[src/rtl/pwm_fifo_pkg.sv]
package pwm_fifo_pkg;
  typedef enum logic [1:0] {
    REG_CTRL   = 2'd0,
    REG_SAMPLE = 2'd1,
    REG_PERIOD = 2'd2,
    REG_STATUS = 2'd3
  } reg_addr_e;

  localparam int CTRL_EN    = 0;
  localparam int CTRL_IRQEN = 1;
  localparam int CTRL_SRST  = 2;

  localparam int ST_CNT_W = 4;
  localparam int ST_EMPTY = 4;
  localparam int ST_ERR   = 5;
  localparam int ST_ROLL  = 6;
endpackage

[src/rtl/pwm_sample_fifo.sv]
module pwm_sample_fifo #(
  parameter int DW    = 16,
  parameter int DEPTH = 4,
  localparam int AW   = (DEPTH > 1) ? $clog2(DEPTH) : 1,
  localparam int CW   = $clog2(DEPTH + 1)
) (
  input  logic          clk_i,
  input  logic          rst_ni,
  input  logic          flush_i,
  input  logic          push_i,
  input  logic [DW-1:0] data_i,
  input  logic          pop_i,
  output logic [DW-1:0] head_o,
  output logic [CW-1:0] count_o,
  output logic          full_o,
  output logic          empty_o
);
  logic [DW-1:0] mem_q [DEPTH];
  logic [AW-1:0] wr_ptr_q, rd_ptr_q;
  logic [CW-1:0] cnt_q;

  function automatic logic [AW-1:0] ptr_inc(input logic [AW-1:0] p);
    return (p == AW'(DEPTH - 1)) ? '0 : p + 1'b1;
  endfunction

  for (genvar i = 0; i < DEPTH; i++) begin : g_entry
    always_ff @(posedge clk_i or negedge rst_ni) begin
      if (!rst_ni) mem_q[i] <= '0;
      else if (push_i && !flush_i && wr_ptr_q == AW'(i)) mem_q[i] <= data_i;
    end
  end

  always_ff @(posedge clk_i or negedge rst_ni) begin
    if (!rst_ni) begin
      wr_ptr_q <= '0;
      rd_ptr_q <= '0;
      cnt_q    <= '0;
    end else if (flush_i) begin
      wr_ptr_q <= '0;
      rd_ptr_q <= '0;
      cnt_q    <= '0;
    end else begin
      if (push_i) wr_ptr_q <= ptr_inc(wr_ptr_q);
      if (pop_i)  rd_ptr_q <= ptr_inc(rd_ptr_q);
      case ({push_i, pop_i})
        2'b10:   cnt_q <= cnt_q + 1'b1;
        2'b01:   cnt_q <= cnt_q - 1'b1;
        default: cnt_q <= cnt_q;
      endcase
    end
  end

  assign head_o  = mem_q[rd_ptr_q];
  assign count_o = cnt_q;
  assign full_o  = (cnt_q == CW'(DEPTH));
  assign empty_o = (cnt_q == '0);
endmodule

[src/rtl/pwm_period_ctr.sv]
module pwm_period_ctr #(
  parameter int DW = 16
) (
  input  logic          clk_i,
  input  logic          rst_ni,
  input  logic          flush_i,
  input  logic          run_i,
  input  logic [DW-1:0] period_i,
  input  logic [DW-1:0] head_i,
  input  logic          empty_i,
  output logic          pop_o,
  output logic          roll_o,
  output logic          pwm_o,
  output logic [DW-1:0] duty_o
);
  logic [DW-1:0] cnt_q, duty_q;
  logic          started_q;
  logic          at_end, boundary;

  assign at_end   = (cnt_q >= period_i);
  // first cycle of a run is treated as a boundary so a sample is loaded
  assign boundary = run_i && (!started_q || at_end);
  assign pop_o    = boundary && !empty_i;
  assign roll_o   = run_i && started_q && at_end && (duty_q != '0);

  always_ff @(posedge clk_i or negedge rst_ni) begin
    if (!rst_ni) begin
      cnt_q     <= '0;
      duty_q    <= '0;
      started_q <= 1'b0;
    end else if (flush_i) begin
      cnt_q     <= '0;
      duty_q    <= '0;
      started_q <= 1'b0;
    end else if (!run_i) begin
      cnt_q     <= '0;
      started_q <= 1'b0;
    end else if (boundary) begin
      cnt_q     <= '0;
      started_q <= 1'b1;
      if (!empty_i) duty_q <= head_i;
    end else begin
      cnt_q <= cnt_q + 1'b1;
    end
  end

  assign pwm_o  = run_i && started_q && (cnt_q < duty_q);
  assign duty_o = duty_q;
endmodule

[src/rtl/pwm_fifo_gen.sv]
module pwm_fifo_gen
  import pwm_fifo_pkg::*;
#(
  parameter int DW         = 16,
  parameter int DEPTH      = 4,
  parameter int PERIOD_RST = 16'hFFFF,
  localparam int CW        = $clog2(DEPTH + 1)
) (
  input  logic          clk_i,
  input  logic          rst_ni,
  input  logic          wr_i,
  input  logic [1:0]    addr_i,
  input  logic [DW-1:0] wdata_i,
  output logic [DW-1:0] rdata_o,
  output logic          pwm_o,
  output logic          irq_o
);
  logic          en_q, irqen_q, err_q, roll_q;
  logic [DW-1:0] period_q;
  logic          wr_ctrl, wr_sample, wr_period, wr_status, sreset;
  logic          fifo_push, fifo_pop, fifo_full, fifo_empty, err_set, roll_evt, run;
  logic [DW-1:0] fifo_head, duty_act;
  logic [CW-1:0] fifo_cnt;

  assign wr_ctrl   = wr_i && (addr_i == REG_CTRL);
  assign wr_sample = wr_i && (addr_i == REG_SAMPLE);
  assign wr_period = wr_i && (addr_i == REG_PERIOD);
  assign wr_status = wr_i && (addr_i == REG_STATUS);
  assign sreset    = wr_ctrl && wdata_i[CTRL_SRST];

  assign fifo_push = wr_sample && !fifo_full;
  assign err_set   = wr_sample && fifo_full;
  assign run       = en_q && !err_q;

  pwm_sample_fifo #(.DW(DW), .DEPTH(DEPTH)) u_fifo (
    .clk_i   (clk_i),
    .rst_ni  (rst_ni),
    .flush_i (sreset),
    .push_i  (fifo_push),
    .data_i  (wdata_i),
    .pop_i   (fifo_pop),
    .head_o  (fifo_head),
    .count_o (fifo_cnt),
    .full_o  (fifo_full),
    .empty_o (fifo_empty)
  );

  pwm_period_ctr #(.DW(DW)) u_ctr (
    .clk_i    (clk_i),
    .rst_ni   (rst_ni),
    .flush_i  (sreset),
    .run_i    (run),
    .period_i (period_q),
    .head_i   (fifo_head),
    .empty_i  (fifo_empty),
    .pop_o    (fifo_pop),
    .roll_o   (roll_evt),
    .pwm_o    (pwm_o),
    .duty_o   (duty_act)
  );

  always_ff @(posedge clk_i or negedge rst_ni) begin
    if (!rst_ni) begin
      en_q     <= 1'b0;
      irqen_q  <= 1'b0;
      period_q <= DW'(PERIOD_RST);
    end else begin
      if (sreset) begin
        en_q    <= 1'b0;
        irqen_q <= 1'b0;
      end else if (wr_ctrl) begin
        en_q    <= wdata_i[CTRL_EN];
        irqen_q <= wdata_i[CTRL_IRQEN];
      end
      if (wr_period) period_q <= wdata_i;
    end
  end

  // set events win over a same-cycle write-1-to-clear
  always_ff @(posedge clk_i or negedge rst_ni) begin
    if (!rst_ni) begin
      err_q  <= 1'b0;
      roll_q <= 1'b0;
    end else if (sreset) begin
      err_q  <= 1'b0;
      roll_q <= 1'b0;
    end else begin
      err_q  <= err_set  || (err_q  && !(wr_status && wdata_i[ST_ERR]));
      roll_q <= roll_evt || (roll_q && !(wr_status && wdata_i[ST_ROLL]));
    end
  end

  assign irq_o = roll_q && irqen_q;

  always_comb begin
    rdata_o = '0;
    case (addr_i)
      REG_CTRL: begin
        rdata_o[CTRL_EN]    = en_q;
        rdata_o[CTRL_IRQEN] = irqen_q;
      end
      REG_SAMPLE: rdata_o = duty_act;
      REG_PERIOD: rdata_o = period_q;
      default: begin
        rdata_o[ST_CNT_W-1:0] = ST_CNT_W'(fifo_cnt);
        rdata_o[ST_EMPTY]     = fifo_empty;
        rdata_o[ST_ERR]       = err_q;
        rdata_o[ST_ROLL]      = roll_q;
      end
    endcase
  end
endmodule

[config.mk]
export PLATFORM = sky130hd
export DESIGN_NAME = pwm_fifo_gen
export DESIGN_NICKNAME = d
export VERILOG_FILES = /design/src/rtl/pwm_fifo_pkg.sv /design/src/rtl/pwm_sample_fifo.sv /design/src/rtl/pwm_period_ctr.sv /design/src/rtl/pwm_fifo_gen.sv
export SDC_FILE = /design/constraint.sdc
export NUM_CORES = 1
export LEC_CHECK = 0
export BUFFER_PORTS_ARGS = -buffer_cell sky130_fd_sc_hd__buf_2
export CORE_MARGIN = 2
export CORE_UTILIZATION = 25
export DETAILED_ROUTE_END_ITERATION = 6
export PLACE_DENSITY = 0.48
export SYNTH_ARGS = -nofsm -noshare
export SYNTH_HDL_FRONTEND = slang
export SYNTH_SLANG_ARGS = --single-unit
[constraint.sdc]
create_clock -name clk_i -period 5.2 [get_ports clk_i]
set_input_delay 0.26 -clock clk_i [delete_from_list [all_inputs] [get_ports clk_i]]
set_output_delay 0.26 -clock clk_i [all_outputs]
set_load 0.02 [all_outputs]
# Yosys cells after proc, flatten, opt, wreduce, memory -nomap -nowiden
# Index checks and enable logic that the tools add are counted.
# word_totals
register_bits	124
latch_bits	0
ram_bits	0
romBits	0
input_bits	21
out_inout_bits	18
wordCells	111
memories	0
# classes
add_sub_neg	5
mul	0
div	0
n_lt_le_gt_ge	3
n_eq_ne	12
shift	0
muxes	30
bitwise_logic	1
n_reduce_logical	45
# op_table
operator	count
16-bit 2-to-1 mux	9
16-bit binary-select mux with 2-bit select	1
1-bit logical AND	24
9-bit one-hot mux with 2 select lines	1
16-bit by 1-bit adder with 16-bit output (second input constant)	1
16-bit >= comparator	1
16-bit less-than comparator	1
16-bit nonzero test	1
5-bit one-hot mux with 3 select lines	1
2-bit equality test (second input constant)	6
2-bit 2-to-1 mux	6
2-bit nonzero test	5
1-bit 2-to-1 mux	9
1-bit logical NOT	7
2-bit by 1-bit equality test with 1-bit output (second input constant)	3
2-bit one-hot mux with 3 select lines	1
3-bit one-hot mux with 2 select lines	1
2-bit by 1-bit adder with 2-bit output (second input constant)	2
2-bit logical NOT	2
3-bit by 1-bit adder with 3-bit output (second input constant)	1
3-bit equality test (second input constant)	1
3-bit >= comparator (second input constant)	1
3-bit logical NOT	1
1-bit logical OR	3
7 further kinds	7

# Logic depth before layout (Yosys ltp)
# logic_depth
word_depth	8
depth_mapped	11
mapped_depth_nobuf	11

# Cells and area by module
# A second synthesis with hierarchy kept.
# hier_totals
hier_cells	547
area_unflattened_um2	6932.9
# modules_own_cells
module	n_inst	cells_each	area_each_um2	seq_area_each_um2
pwm_sample_fifo	1	198	3438.3	1776.7
pwm_period_ctr	1	242	2250.9	825.8
pwm_fifo_gen	1	107	1243.7	520.5

# Least setup slack after synthesis
# No wires, ideal clock.
# synth_path
kind	register to register
from	reg period_q[0]
to	reg u_fifo.cnt_q[2], in the netlist u_fifo.count_o[2]
setup_ns	0.078
t_arrival_ns	3.069
required_ns	5.122
path_slack_ns	2.053
stages_incl_launch_ff	11
n_path_buf	0
period_less_slack_ns	3.147
cell_sequence	dfstp_2 > ha_1 > nand2b_4 > a2111o_1 > a311o_1 > a211oi_2 > nor2_1 > fa_1 > or3_2 > a21o_1 > a21oi_1
# synth_via
elab_chain_len	7
elab_cells_between_ends	9
cone_classes	order compare: 1; eq/ne: 2; mux: 2; reduce/logical: 4
# synth_lines
item	line	source
start, declared	pwm_fifo_gen.sv:19	logic [DW-1:0] period_q;
start signal, assigned	pwm_fifo_gen.sv:66	period_q <= DW'(PERIOD_RST);
start signal, assigned	pwm_fifo_gen.sv:75	if (wr_period) period_q <= wdata_i;
16-bit >= comparator *	pwm_period_ctr.sv:20	assign at_end = (cnt_q >= period_i);
1-bit logical OR *	pwm_period_ctr.sv:22	assign boundary = run_i && (!started_q || at_end);
1-bit logical AND *	pwm_period_ctr.sv:22	
1-bit logical AND *	pwm_period_ctr.sv:23	assign pop_o = boundary && !empty_i;
2-bit by 1-bit equality test with 1-bit output / 2-bit equality test (equally long branches)	pwm_sample_fifo.sv:45	case ({push_i, pop_i})
3-bit one-hot mux with 2 select lines	pwm_sample_fifo.sv:45	
3-bit 2-to-1 mux	pwm_sample_fifo.sv:38	end else if (flush_i) begin
end signal, assigned	pwm_sample_fifo.sv:46	2'b10: cnt_q <= cnt_q + 1'b1;
end signal, assigned	pwm_sample_fifo.sv:47	2'b01: cnt_q <= cnt_q - 1'b1;
end signal, assigned	pwm_sample_fifo.sv:48	default: cnt_q <= cnt_q;
end, declared	pwm_sample_fifo.sv:20	logic [CW-1:0] cnt_q;
# Mark *: on every way between the ends. The rest lies on a longest branch, timed or not.
# A chain may end at the register's enable or synchronous reset.

# Final worst setup path
# layout_path
from	reg period_q[13]
to	reg u_fifo.cnt_q[2], in the netlist u_fifo.count_o[2]
# The elaborated chain is that of the path after synthesis.

==> metrics.md <==
| Metric | Value |
|---|---|
| Status | `finished clean` |
| Setup Buffers After CTS | `0` |
| Max Clk Rate | `around 290 MHz` |
| Top_reg_cell synth | `dfrtp_1` |
| Cell taking the most area after synthesis | `dfrtp_1` |
| FF+latch count, synth | `approximately 120` |
| Site row count | `just under 60` |
| Ratio of cells with drive above 1 in the final layout | `30.8%` |
| Drt wl/cell | `about 17 um` |
| Warnings from Yosys | `0` |
| Crit path DAT | `3780 ps` |
| CP delay by family, top | `compound AO/OA/AOI/OAI gates` |
| DRT antenna net count | `0` |
| First-pass GRT wire length | `about 26000 um` |
| Setup crit end kind | `flop` |
| # hold bufs at CTS | `1` |
| Synth-to-Final Area Change | `16.3%` |
| Min Hold Slack | `154 ps` |
| Hpwl dp | `11600 um` |
| Initial Util | `25.4%` |
| Worst path bufs/invs | `1` |
| Filler cell count | `between 2000 and 3000` |
| Drt drc | `0` |
| Post-synthesis cell count | `556` |
| Most common library cells after synthesis | `108 x dfrtp_1, 80 x mux2_2, 44 x nor2_1` |
| Post-route cell area | `7680 um^2` |
| Pwr dens | `between 400 and 500 nW/um^2` |
| Final setup vio count | `0` |
| Wirelength, routed | `16000 um` |
| Fin nets | `between 600 and 700` |
| Die Wd | `~170 um` |
| Register area | `around 3100 um^2` |
| Clk_lat worst skew | `410 ps` |
| Placed cells | `908` |
| Drt pass-1 iters | `5` |
| Clock Tree Root | `clkbuf_16` |
| Ys async rst share | `between 90% and 100%` |
| LEAKAGE | `approximately 3.6 nW` |
| CP max stage delay | `around 540 ps` |
| Total negative slack | `0 ps` |
| Die ar. | `27700 um^2` |
| Final WS setup | `1750 ps` |
| Least-Margin Pin Slew | `a little over 900 ps` |
| Core area | `between 20000 and 30000 um^2` |
| Post-placement cell area | `~7100 um^2` |
| Fraction of the yosys area taken by sequential cells | `47.3%` |
| Port bufs | `38` |
| Count leader, synth | `dfrtp_1` |
| Rel. slew slack | `between 30% and 40%` |
| Final Hold Viols | `0` |
| Worst path cell trace | `inv_1, ha_1, a211oi_1, o21ai_0, a221o_1, a211oi_2, nor2_1, fa_1, or3_2, a21o_1, a21oi_1` |
| Multi-input logic area | `3200 um^2` |
| Final std cells w/o fill | `approximately 940` |
| Data required time of the worst path | `~5500 ps` |
| Max-cap violations | `0` |
| Post-synth EDFFs | `0` |
| Largest net degree at the start of global routing | `66` |
| Clk_skew | `7.00 ps` |
| Yosys cell types | `between 40 and 50` |
| GPL Wtd Cong | `0.862` |
| Leading post-synthesis cells by cell area | `dfrtp_1 41%, mux2_2 14%, ha_1 8.0%` |
| RSZ-0062 raised after global routing | `no` |
| Initial DRC Count | `266` |
| Routed via count | `between 4000 and 5000` |
| Period utilization | `66.3%` |
| Cts bufs inserted | `17` |
| Clk sinks | `124` |
| Post-synthesis cell area | `~6600 um^2` |
| Initial antenna violation count | `1` |
| Yosys top cell area share | `approximately 41%` |
| Inserted Diodes | `0` |
| Syn nets | `620` |
| Overall Global Routing Usage | `approximately an eighth` |
| Worst hold path type | `in2reg` |
| Die Y-Extent | `between 150 and 200 um` |
| Startpoint Class | `flop` |
| Max H-tree Level | `4` |
| Vias per inst | `4.65` |
| CP max FO | `4` |
| Fin. max-slew vios | `0` |
| Post_cts resized | `0` |
| Worst IR Drop VDD | `approximately 0.14 mV` |
| CTS tree | `done` |
| Slowest CP cell | `dfstp_2` |
| Clock slew at reported path FFs | `~50 ps` |
| Post-place setup slack | `between 1500 and 2000 ps` |
| Gr ovfl total | `0` |
| Vias in the first global route | `roughly 4800` |
| Top Ports | `39` |
| Period minus WS final | `3450 ps` |
| Clock Path Buffers | `2` |
| Mean Syn Cell Area | `roughly 12 um^2` |
| Crit path kind | `reg2reg` |
## layout make-up
| class | count | share of cell area, % |
|---|---|---|
| sequential | 124 | 40.7 |
| inverter | 40 | 1.96 |
| clock buffer | 21 | 6.13 |
| clock inverter | 8 | 1.22 |
| timing repair buffer | 42 | 2.93 |
| multi-input combinational | 368 | 41.6 |
| tap | 335 | 5.46 |
## logic make-up (layout without fill, tap and decap cells)
logic type	after synthesis	count (layout)	share of synthesized area, %
and+or+nand+nor	134	134	9.83
buffers and inverters	64	111	4.30
DFF	124	124	47.3
muxes	117	117	22.3
adders and majority gates	43	43	8.26
AOI/OAI and AO/OA	59	59	6.06
xor gates and xnor gates	15	15	1.99
## report_power, final
| group | internal [W] | switching [W] | total [W] |
|---|---|---|---|
| clock network | 0.000731 | 0.000406 | 0.00114 |
| logic | 0.000547 | 0.000426 | 0.000974 |
| registers | 0.00131 | 0.000249 | 0.00156 |
| total | 0.00259 | 0.00108 | 0.00367 |
## worst register-to-register path, stage by stage, from the launching register on
cell and delay (ps):
dfstp_2 540, inv_1 50, ha_1 330, a211oi_1 240, o21ai_0 140, a221o_1 420
a211oi_2 320, nor2_1 110, fa_1 400, or3_2 500, a21o_1 190, a21oi_1 150
## registers in the layout, indices dropped and copies added, names as in the netlist, 2 cells and up
| signal | count |
|---|---|
| u_fifo.mem_q | 64 |
| period_q | 16 |
| u_ctr.cnt_q | 16 |
| u_ctr.duty_o | 16 |
| u_fifo.count_o | 3 |
| u_fifo.rd_ptr_q | 2 |
| u_fifo.wr_ptr_q | 2 |
## routing by layer
layer	vias to the layer above	wire (um)	track usage [%]
li1	2063	-	-
met1	2197	7210	14.9
met2	70	7890	20.2
met3	29	441	2.40
met4	2	471	5.32
met5	-	13	0
## path summary, 6_finish.rpt
check / cells after the start / slack [ps] / to / start
setup / recovery: 11 / 1750 / u_fifo.count_o[2] / period_q[13]
hold / removal: 2 / 150 / u_fifo.mem_q[23] / wdata_i[7]
setup reg to reg: 11 / 1750 / u_fifo.count_o[2] / period_q[13]
hold reg to reg: 1 / 490 / u_ctr.cnt_q[0] / u_ctr.cnt_q[0]
max in group asynchronous: 3 / 3410 / u_fifo.mem_q[45] / rst_ni
min in group asynchronous: 2 / 500 / u_fifo.mem_q[1] / rst_ni
## through the flow
stage | util, % | power [W]
CTS | 29.6 | 0.00372
global placement | 27.3 | 0.00250
detailed placement | 27.3 | 0.00256
global route | 29.6 | 0.00391
floorplan | - | 0.00227
finish | 29.6 | 0.00367
## cell usage in the layout (no fill, tap or decap), types with 4 or more instances in the layout
master,netlist,final
buf_2,0,37
dfrtp_1,108,108
mux2i_1,21,21
and2_1,4,4
clkbuf_16,0,17
mux2_2,80,80
a21oi_1,11,11
a22oi_1,13,13
nand4_1,7,7
dfstp_2,16,16
nand2b_1,5,5
nor2b_1,11,11
ha_1,42,42
mux4_2,16,16
nor4_1,4,4
buf_4,1,4
nor2_1,44,44
clkinv_2,0,5
nand2_1,32,32
o21ai_0,15,15
nand3_1,13,13
inv_1,40,40
xor2_1,13,13
a211oi_1,5,5
(Power assumes the default switching activity.)
